<file path="src/rtl/spi_sr_pkg.sv">
package spi_sr_pkg;

    localparam logic [7:0] OP_WRSR = 8'h01;
    localparam logic [7:0] OP_RDSR = 8'h05;
    localparam logic [7:0] OP_WREN = 8'h06;

    localparam int HALF_W = 6;
    // half-edge counter values: each serial edge advances the count by one
    localparam logic [HALF_W-1:0] HALF_OP_RISE = 6'd14; // value when 8th rise arrives
    localparam logic [HALF_W-1:0] HALF_OP_FALL = 6'd15; // value when 8th fall arrives
    localparam logic [HALF_W-1:0] HALF_CMD8    = 6'd16; // 8 full clocks done
    localparam logic [HALF_W-1:0] HALF_CMD16   = 6'd32; // 16 full clocks done
    localparam logic [HALF_W-1:0] HALF_MAX     = 6'd63;

    typedef enum logic [1:0] {
        CMD_NONE,
        CMD_RDSR,
        CMD_WRSR,
        CMD_WREN
    } cmd_e;

    typedef struct packed {
        logic srwd;
        logic bp1;
        logic bp0;
    } nv_bits_t;

    function automatic cmd_e decode_op(input logic [7:0] op);
        case (op)
            OP_RDSR: return CMD_RDSR;
            OP_WRSR: return CMD_WRSR;
            OP_WREN: return CMD_WREN;
            default: return CMD_NONE;
        endcase
    endfunction

    function automatic nv_bits_t nv_from_byte(input logic [7:0] b);
        nv_bits_t n;
        n.srwd = b[7];
        n.bp1  = b[3];
        n.bp0  = b[2];
        return n;
    endfunction

    function automatic logic [7:0] pack_status(input nv_bits_t nv, input logic wel,
                                               input logic wip, input logic inc,
                                               input logic uv, input logic [2:0] inc_pos,
                                               input logic [2:0] uv_pos);
        logic [7:0] s;
        s         = '0;
        s[7]      = nv.srwd;
        s[3]      = nv.bp1;
        s[2]      = nv.bp0;
        s[1]      = wel;
        s[0]      = wip;
        s[inc_pos] = inc;
        s[uv_pos]  = uv;
        return s;
    endfunction

endpackage

</file>
<file path="src/rtl/spi_sr_frame.sv">
module spi_sr_frame
    import spi_sr_pkg::*;
(
    input  logic              clk,
    input  logic              rst,
    input  logic              spi_sck,
    input  logic              spi_csn,
    input  logic              spi_mosi,
    output logic              sck_fall,
    output logic              cs_rise,
    output logic [HALF_W-1:0] half_cnt,
    output cmd_e              cmd,
    output logic [7:0]        data_byte
);
    logic sck_q;
    logic csn_q;
    logic sck_rise;

    assign sck_rise  = spi_sck & ~sck_q & ~spi_csn;
    assign sck_fall  = ~spi_sck & sck_q & ~spi_csn;
    assign cs_rise   = spi_csn & ~csn_q;

    always_ff @(posedge clk) begin
        if (rst) begin
            sck_q     <= 1'b0;
            csn_q     <= 1'b1;
            half_cnt  <= '0;
            data_byte <= '0;
            cmd       <= CMD_NONE;
        end else begin
            sck_q <= spi_sck;
            csn_q <= spi_csn;
            if (spi_csn)
                half_cnt <= '0;
            else if ((sck_rise || sck_fall) && half_cnt != HALF_MAX)
                half_cnt <= half_cnt + 1'b1;
            if (sck_rise)
                data_byte <= {data_byte[6:0], spi_mosi};
            if (!spi_csn && csn_q)
                cmd <= CMD_NONE;
            else if (sck_rise && half_cnt == HALF_OP_RISE)
                cmd <= decode_op({data_byte[6:0], spi_mosi});
        end
    end
endmodule

</file>
<file path="src/rtl/spi_sr_regs.sv">
module spi_sr_regs
    import spi_sr_pkg::*;
#(
    parameter int          BUSY_CYCLES = 40,
    parameter int          WORD_W      = 16,
    parameter int unsigned INC_POS     = 6,
    parameter int unsigned UV_POS      = 5
) (
    input  logic              clk,
    input  logic              rst,
    input  logic              cs_rise,
    input  logic [HALF_W-1:0] half_cnt,
    input  cmd_e              cmd,
    input  logic [7:0]        data_byte,
    input  logic              inc_wr_en,
    input  logic [WORD_W-1:0] inc_new_val,
    input  logic [WORD_W-1:0] inc_old_val,
    input  logic              array_erased,
    output nv_bits_t          nv_q,
    output logic              wel_q,
    output logic              wip_q,
    output logic [7:0]        status
);
    localparam int BUSY_W = $clog2(BUSY_CYCLES + 1);
    localparam logic [BUSY_W-1:0] BUSY_LAST = BUSY_W'(BUSY_CYCLES - 1);
    localparam logic [2:0] INC_IDX = 3'(INC_POS);
    localparam logic [2:0] UV_IDX  = 3'(UV_POS);

    nv_bits_t          pend_q;
    logic [BUSY_W-1:0] busy_cnt;
    logic              inc_q;
    logic              wrsr_ok;
    logic              wren_ok;
    logic              busy_last;

    assign wrsr_ok   = cs_rise && cmd == CMD_WRSR && half_cnt == HALF_CMD16 && wel_q && !wip_q;
    assign wren_ok   = cs_rise && cmd == CMD_WREN && half_cnt == HALF_CMD8 && !wip_q;
    assign busy_last = wip_q && busy_cnt == BUSY_LAST;

    always_ff @(posedge clk) begin
        if (rst) begin
            nv_q     <= '0;
            pend_q   <= '0;
            wel_q    <= 1'b0;
            wip_q    <= 1'b0;
            busy_cnt <= '0;
            inc_q    <= 1'b0;
        end else begin
            if (wrsr_ok)
                wel_q <= 1'b0;
            else if (wren_ok)
                wel_q <= 1'b1;

            if (wrsr_ok) begin
                wip_q    <= 1'b1;
                busy_cnt <= '0;
                pend_q   <= nv_from_byte(data_byte);
            end else if (busy_last) begin
                wip_q <= 1'b0;
                nv_q  <= pend_q;
            end else if (wip_q) begin
                busy_cnt <= busy_cnt + 1'b1;
            end

            if (inc_wr_en)
                inc_q <= (inc_new_val < inc_old_val);
        end
    end

    assign status = pack_status(nv_q, wel_q, wip_q, inc_q, array_erased, INC_IDX, UV_IDX);
endmodule

</file>
<file path="src/rtl/spi_sr_out.sv">
module spi_sr_out
    import spi_sr_pkg::*;
(
    input  logic              clk,
    input  logic              rst,
    input  logic              spi_csn,
    input  logic              sck_fall,
    input  logic [HALF_W-1:0] half_cnt,
    input  cmd_e              cmd,
    input  logic [7:0]        status,
    output logic              spi_miso,
    output logic              spi_miso_oe
);
    logic       active_q;
    logic [7:0] sh_q;
    logic [2:0] bit_q;
    logic       start;

    assign start = sck_fall && half_cnt == HALF_OP_FALL && cmd == CMD_RDSR;

    always_ff @(posedge clk) begin
        if (rst || spi_csn) begin
            active_q <= 1'b0;
            sh_q     <= '0;
            bit_q    <= '0;
        end else if (start) begin
            active_q <= 1'b1;
            sh_q     <= status;
            bit_q    <= '0;
        end else if (active_q && sck_fall) begin
            if (bit_q == 3'd7) begin
                sh_q  <= status;
                bit_q <= '0;
            end else begin
                sh_q  <= {sh_q[6:0], 1'b0};
                bit_q <= bit_q + 1'b1;
            end
        end
    end

    assign spi_miso    = sh_q[7];
    assign spi_miso_oe = active_q && !spi_csn;
endmodule

</file>
<file path="src/rtl/spi_sr_ctrl.sv">
module spi_sr_ctrl
    import spi_sr_pkg::*;
#(
    parameter int          BUSY_CYCLES = 40,
    parameter int          WORD_W      = 16,
    parameter int unsigned INC_POS     = 6,
    parameter int unsigned UV_POS      = 5
) (
    input  logic              clk,
    input  logic              rst,
    input  logic              spi_sck,
    input  logic              spi_csn,
    input  logic              spi_mosi,
    output logic              spi_miso,
    output logic              spi_miso_oe,
    input  logic              inc_wr_en,
    input  logic [WORD_W-1:0] inc_new_val,
    input  logic [WORD_W-1:0] inc_old_val,
    input  logic              array_erased
);
    logic              sck_fall;
    logic              cs_rise;
    logic [HALF_W-1:0] half_cnt;
    cmd_e              cmd;
    logic [7:0]        data_byte;
    nv_bits_t          nv_q;
    logic              wel_q;
    logic              wip_q;
    logic [7:0]        status;

    spi_sr_frame u_frame (
        .clk       (clk),
        .rst       (rst),
        .spi_sck   (spi_sck),
        .spi_csn   (spi_csn),
        .spi_mosi  (spi_mosi),
        .sck_fall  (sck_fall),
        .cs_rise   (cs_rise),
        .half_cnt  (half_cnt),
        .cmd       (cmd),
        .data_byte (data_byte)
    );

    spi_sr_regs #(
        .BUSY_CYCLES (BUSY_CYCLES),
        .WORD_W      (WORD_W),
        .INC_POS     (INC_POS),
        .UV_POS      (UV_POS)
    ) u_regs (
        .clk          (clk),
        .rst          (rst),
        .cs_rise      (cs_rise),
        .half_cnt     (half_cnt),
        .cmd          (cmd),
        .data_byte    (data_byte),
        .inc_wr_en    (inc_wr_en),
        .inc_new_val  (inc_new_val),
        .inc_old_val  (inc_old_val),
        .array_erased (array_erased),
        .nv_q         (nv_q),
        .wel_q        (wel_q),
        .wip_q        (wip_q),
        .status       (status)
    );

    spi_sr_out u_out (
        .clk         (clk),
        .rst         (rst),
        .spi_csn     (spi_csn),
        .sck_fall    (sck_fall),
        .half_cnt    (half_cnt),
        .cmd         (cmd),
        .status      (status),
        .spi_miso    (spi_miso),
        .spi_miso_oe (spi_miso_oe)
    );
endmodule

</file>
<file path="config.mk">
export PLATFORM = sky130hd
export DESIGN_NAME = spi_sr_ctrl
export DESIGN_NICKNAME = d
export VERILOG_FILES = /design/src/rtl/spi_sr_pkg.sv /design/src/rtl/spi_sr_frame.sv /design/src/rtl/spi_sr_regs.sv /design/src/rtl/spi_sr_out.sv /design/src/rtl/spi_sr_ctrl.sv
export SDC_FILE = /design/constraint.sdc
export NUM_CORES = 1
export LEC_CHECK = 0
export ABC_AREA = 1
export BUFFER_PORTS_ARGS = -buffer_cell sky130_fd_sc_hd__clkbuf_2
export CAP_MARGIN = 5
export CORE_MARGIN = 2
export CORE_UTILIZATION = 56
export CTS_BUF_LIST = sky130_fd_sc_hd__clkbuf_16
export CTS_CLUSTER_DIAMETER = 200
export DETAILED_ROUTE_END_ITERATION = 12
export PLACE_DENSITY_LB_ADDON = 0.1
export SLEW_MARGIN = 25
export SYNTH_ARGS = -nofsm -noshare
export SYNTH_HDL_FRONTEND = slang
export SYNTH_SLANG_ARGS = --single-unit
</file>
<file path="constraint.sdc">
create_clock -name clk -period 1.7 [get_ports clk]
set_input_delay 0.34 -clock clk [delete_from_list [all_inputs] [get_ports clk]]
set_output_delay 0.34 -clock clk [all_outputs]
set_load 0.03 [all_outputs]
</file>
==> flow_metrics.env <==
export IMPL_switchingPower_mw=0.493
export IMPL_fin_skew_ns=0.00333
export IMPL_route_detailed_drc=0
export IMPL_gp_congestion=0.833
export IMPL_worstReg2RegStart="u_frame.half_cnt[0]"
export IMPL_hpwlAfterDp_um=3400
export IMPL_clk_path_buf_depth=2
export IMPL_clock_sinks=45
export IMPL_fin_crit_sh_pct=86.5
export IMPL_startpoint_type="flop"
export IMPL_worst_endpoint_arrival_ns=1.64
export IMPL_diodes=0
export IMPL_syn_avg_cell_area_um2=7.19
export IMPL_final_cell_mix="nand2_1, inv_1, dfxtp_1, clkbuf_2, a21oi_1"
export IMPL_dpl_cell_area_um2=2670
export IMPL_fmax_ghz=0.680
export IMPL_synth_seq_cells=45
export IMPL_p_sw_share_pct=22.6
export IMPL_hold_viol_final=0
export IMPL_grt_setup_unrepaired="false"
export IMPL_yosys_area_top_type="dfxtp_1"
export IMPL_drt_antenna_violating_nets=0
export IMPL_clk_latency_ns=0.28
export IMPL_worstHoldEndpoint="u_frame.sck_q"
export IMPL_hold_class="in2reg"
export IMPL_core_area_um2=4090
export IMPL_post_cts_buffers=0
export IMPL_p_clk_share_pct=41.8
export IMPL_grt_max_degree=15
export IMPL_cts_resized=0
export IMPL_wire_per_inst_um=10.4
export IMPL_vias=2190
export IMPL_crit_fanout=6
export IMPL_cp_required_ns=1.87
export IMPL_pwr_density_cell_nw_per_um2=774
export IMPL_slew_headroom_pct=74.3
export IMPL_cts_max_level=2
export IMPL_hp_start="spi_sck"
export IMPL_initial_utilization_pct=59.4
export IMPL_reg2reg_depth=9
export IMPL_timing_rr_end="u_frame.half_cnt[4]"
export IMPL_initialDrtViolationCount=108
export IMPL_synth_top_area_share_pct=37.1
export IMPL_report_final_slew_viol_count=0
export IMPL_ir_worst_vdd_v=0.000533
export IMPL_syn2layout_area_growth_pct=15.8
export IMPL_r2r_slack_ns=0.23
export IMPL_p_leak_nw=1.33
export IMPL_netlist_instances=338
export IMPL_antenna_found_initial=0
export IMPL_nNetsFinal=442
export IMPL_fin_setup_tns_ns=0
export IMPL_multi_input_area_um2=1260
export IMPL_ys_warn_count=0
export IMPL_die_width_um=69.9
export IMPL_grt_pass1_vias=2016
export IMPL_syn_num_nets=398
export IMPL_grt_usage_pct=20.1
export IMPL_ff_latch_area_um2=901
export IMPL_end_kind="flop"
export IMPL_numPortBuffers=40
export IMPL_fp_row_count=23
export IMPL_fin_crit_ns=1.47
export IMPL_combinationalPowerShare_pct=8.8
export IMPL_whs_ns=0.292
export IMPL_netlist_area_um2=2430
export IMPL_fp_dieArea_um2=4880
export IMPL_drt_pass1_iter_count=4
export IMPL_outcome="finished, final reports clean"
export IMPL_cts_tree="yes"
export IMPL_setup_viol=0
export IMPL_hold_depth=3
export IMPL_cts_root_buf="clkbuf_16"
export IMPL_power_frac_seq_pct=49.4
export IMPL_io_pins=41
export IMPL_vias_per_cell=5.06
export IMPL_synth_cell_types=29
export IMPL_die_h_um=69.9
export IMPL_report_power_total_mw=2.18
export IMPL_synthTopCellsByArea="dfxtp_1, nand2_1, ha_1"
export IMPL_ctsHoldBuffers=0
export IMPL_final_common_cell="nand2_1"
export IMPL_routed_wl_um=4510
export IMPL_grt_pass1_wl_um=8140
export IMPL_internal_power_mw=1.68
export IMPL_numCtsBuffers=5
export IMPL_drive_gt1_share_pct=16.7
export IMPL_seq_area_frac_synth_pct=37.1
export IMPL_clk_pin_slew_ns=0.06
export IMPL_worstMarginPinSlew_ns=0.384
export IMPL_cap_violations=0
export IMPL_design_area_um2=2810
export IMPL_critPathKind="reg2reg"
export IMPL_overflow=0
export IMPL_fillers=373
registers in the layout, summed over array words and instances (netlist names), 2 cells and up:
| name | flops |
|---|---|
| u_frame.cmd | 2 |
| u_frame.data_byte | 8 |
| u_frame.half_cnt | 6 |
| u_out.bit_q | 3 |
| u_out.sh_q | 8 |
| u_regs.busy_cnt | 6 |
| u_regs.nv_q | 3 |
| u_regs.pend_q | 3 |
worst max path at each step:
stage               slack (ns)                 from  cells past startpoint                   to
finish                    0.23  u_frame.half_cnt[0]                      9  u_frame.half_cnt[4]
global route              0.07  u_frame.half_cnt[0]                      9  u_frame.half_cnt[4]
detailed placement        0.24      inc_old_val[15]                      8         u_regs.inc_q
CTS                       0.23  u_frame.half_cnt[0]                      7   u_regs.busy_cnt[2]
floorplan                 0.35  u_frame.half_cnt[1]                     11        u_out.sh_q[2]
global placement          0.25      inc_old_val[15]                      8         u_regs.inc_q
power by group through the flow:
| stage | Clock, mW | Combinational [mW] | Sequential (mW) |
|---|---|---|---|
| final | 0.910 | 0.191 | 1.08 |
| after global routing | 0.971 | 0.226 | 1.08 |
| after CTS | 0.926 | 0.192 | 1.07 |
| after detailed placement | 0 | 0.191 | 1.10 |
| after global placement | 0 | 0.186 | 1.10 |
| after floorplan | 0 | 0.118 | 1.10 |
stage by stage:
stage,worst slack (ns),util [%],std cells
detailed placement,0.243,65.4,425
CTS,0.232,68.8,433
global placement,0.246,65.4,425
floorplan,0.351,-,338
finish,0.229,68.8,433
global route,0.0674,68.8,433
final cells by class:
class,count,share of cell area (%)
inverter,59,7.88
clock buffer,5,4.45
sequential,45,32.0
tap,50,2.23
clock inverter,3,0.534
multi-input combinational,228,44.9
timing repair buffer,43,7.92
metal layers:
layer	track usage, %	up-vias	share of wire [%]
li1	-	1182	-
met1	25.4	936	46
met2	34.2	64	46
met3	4.33	8	6.2
met4	6.62	0	1.6
met5	0	-	0
logic make-up (layout without fill, tap and decap cells):
| logic type | after synthesis | count (layout) | synth area share, % |
|---|---|---|---|
| compound gates | 68 | 68 | 14.8 |
| xor+xnor | 4 | 4 | 1.44 |
| simple gates | 135 | 135 | 25.0 |
| fa+ha+maj | 21 | 21 | 10.8 |
| flops | 45 | 45 | 37.1 |
| buf+inv | 65 | 110 | 10.9 |
critical path, stage by stage, from the launching register on:
cell	delay, ns
dfxtp_1	0.33
ha_1	0.20
inv_1	0.11
nor2_4	0.05
nand3_1	0.06
nand2_1	0.12
nor2_1	0.19
nand2_1	0.09
o21ai_0	0.15
a21oi_1	0.06
Yosys cell counts:
| master | instances |
|---|---|
| xnor2_1 | 1 |
| nor4_1 | 4 |
| or2_2 | 1 |
| buf_6 | 1 |
| xor2_1 | 3 |
| nand2_4 | 3 |
| nor3b_1 | 2 |
| buf_8 | 1 |
| nand3_1 | 8 |
| a31oi_1 | 2 |
| a211oi_1 | 2 |
| nor3_1 | 6 |
| nand2_2 | 5 |
| nor2_4 | 2 |
| a21oi_2 | 1 |
| clkbuf_1 | 3 |
| dfxtp_1 | 45 |
| nand4_1 | 5 |
| o21a_1 | 1 |
| ha_1 | 21 |
| o21ai_1 | 7 |
| nand2_1 | 72 |
| inv_1 | 56 |
| o21ai_0 | 16 |
| nor2_1 | 27 |
| o211ai_1 | 2 |
| buf_2 | 1 |
| inv_2 | 3 |
| a21oi_1 | 37 |
No activity file was read; power rests on OpenSTA's default activity.
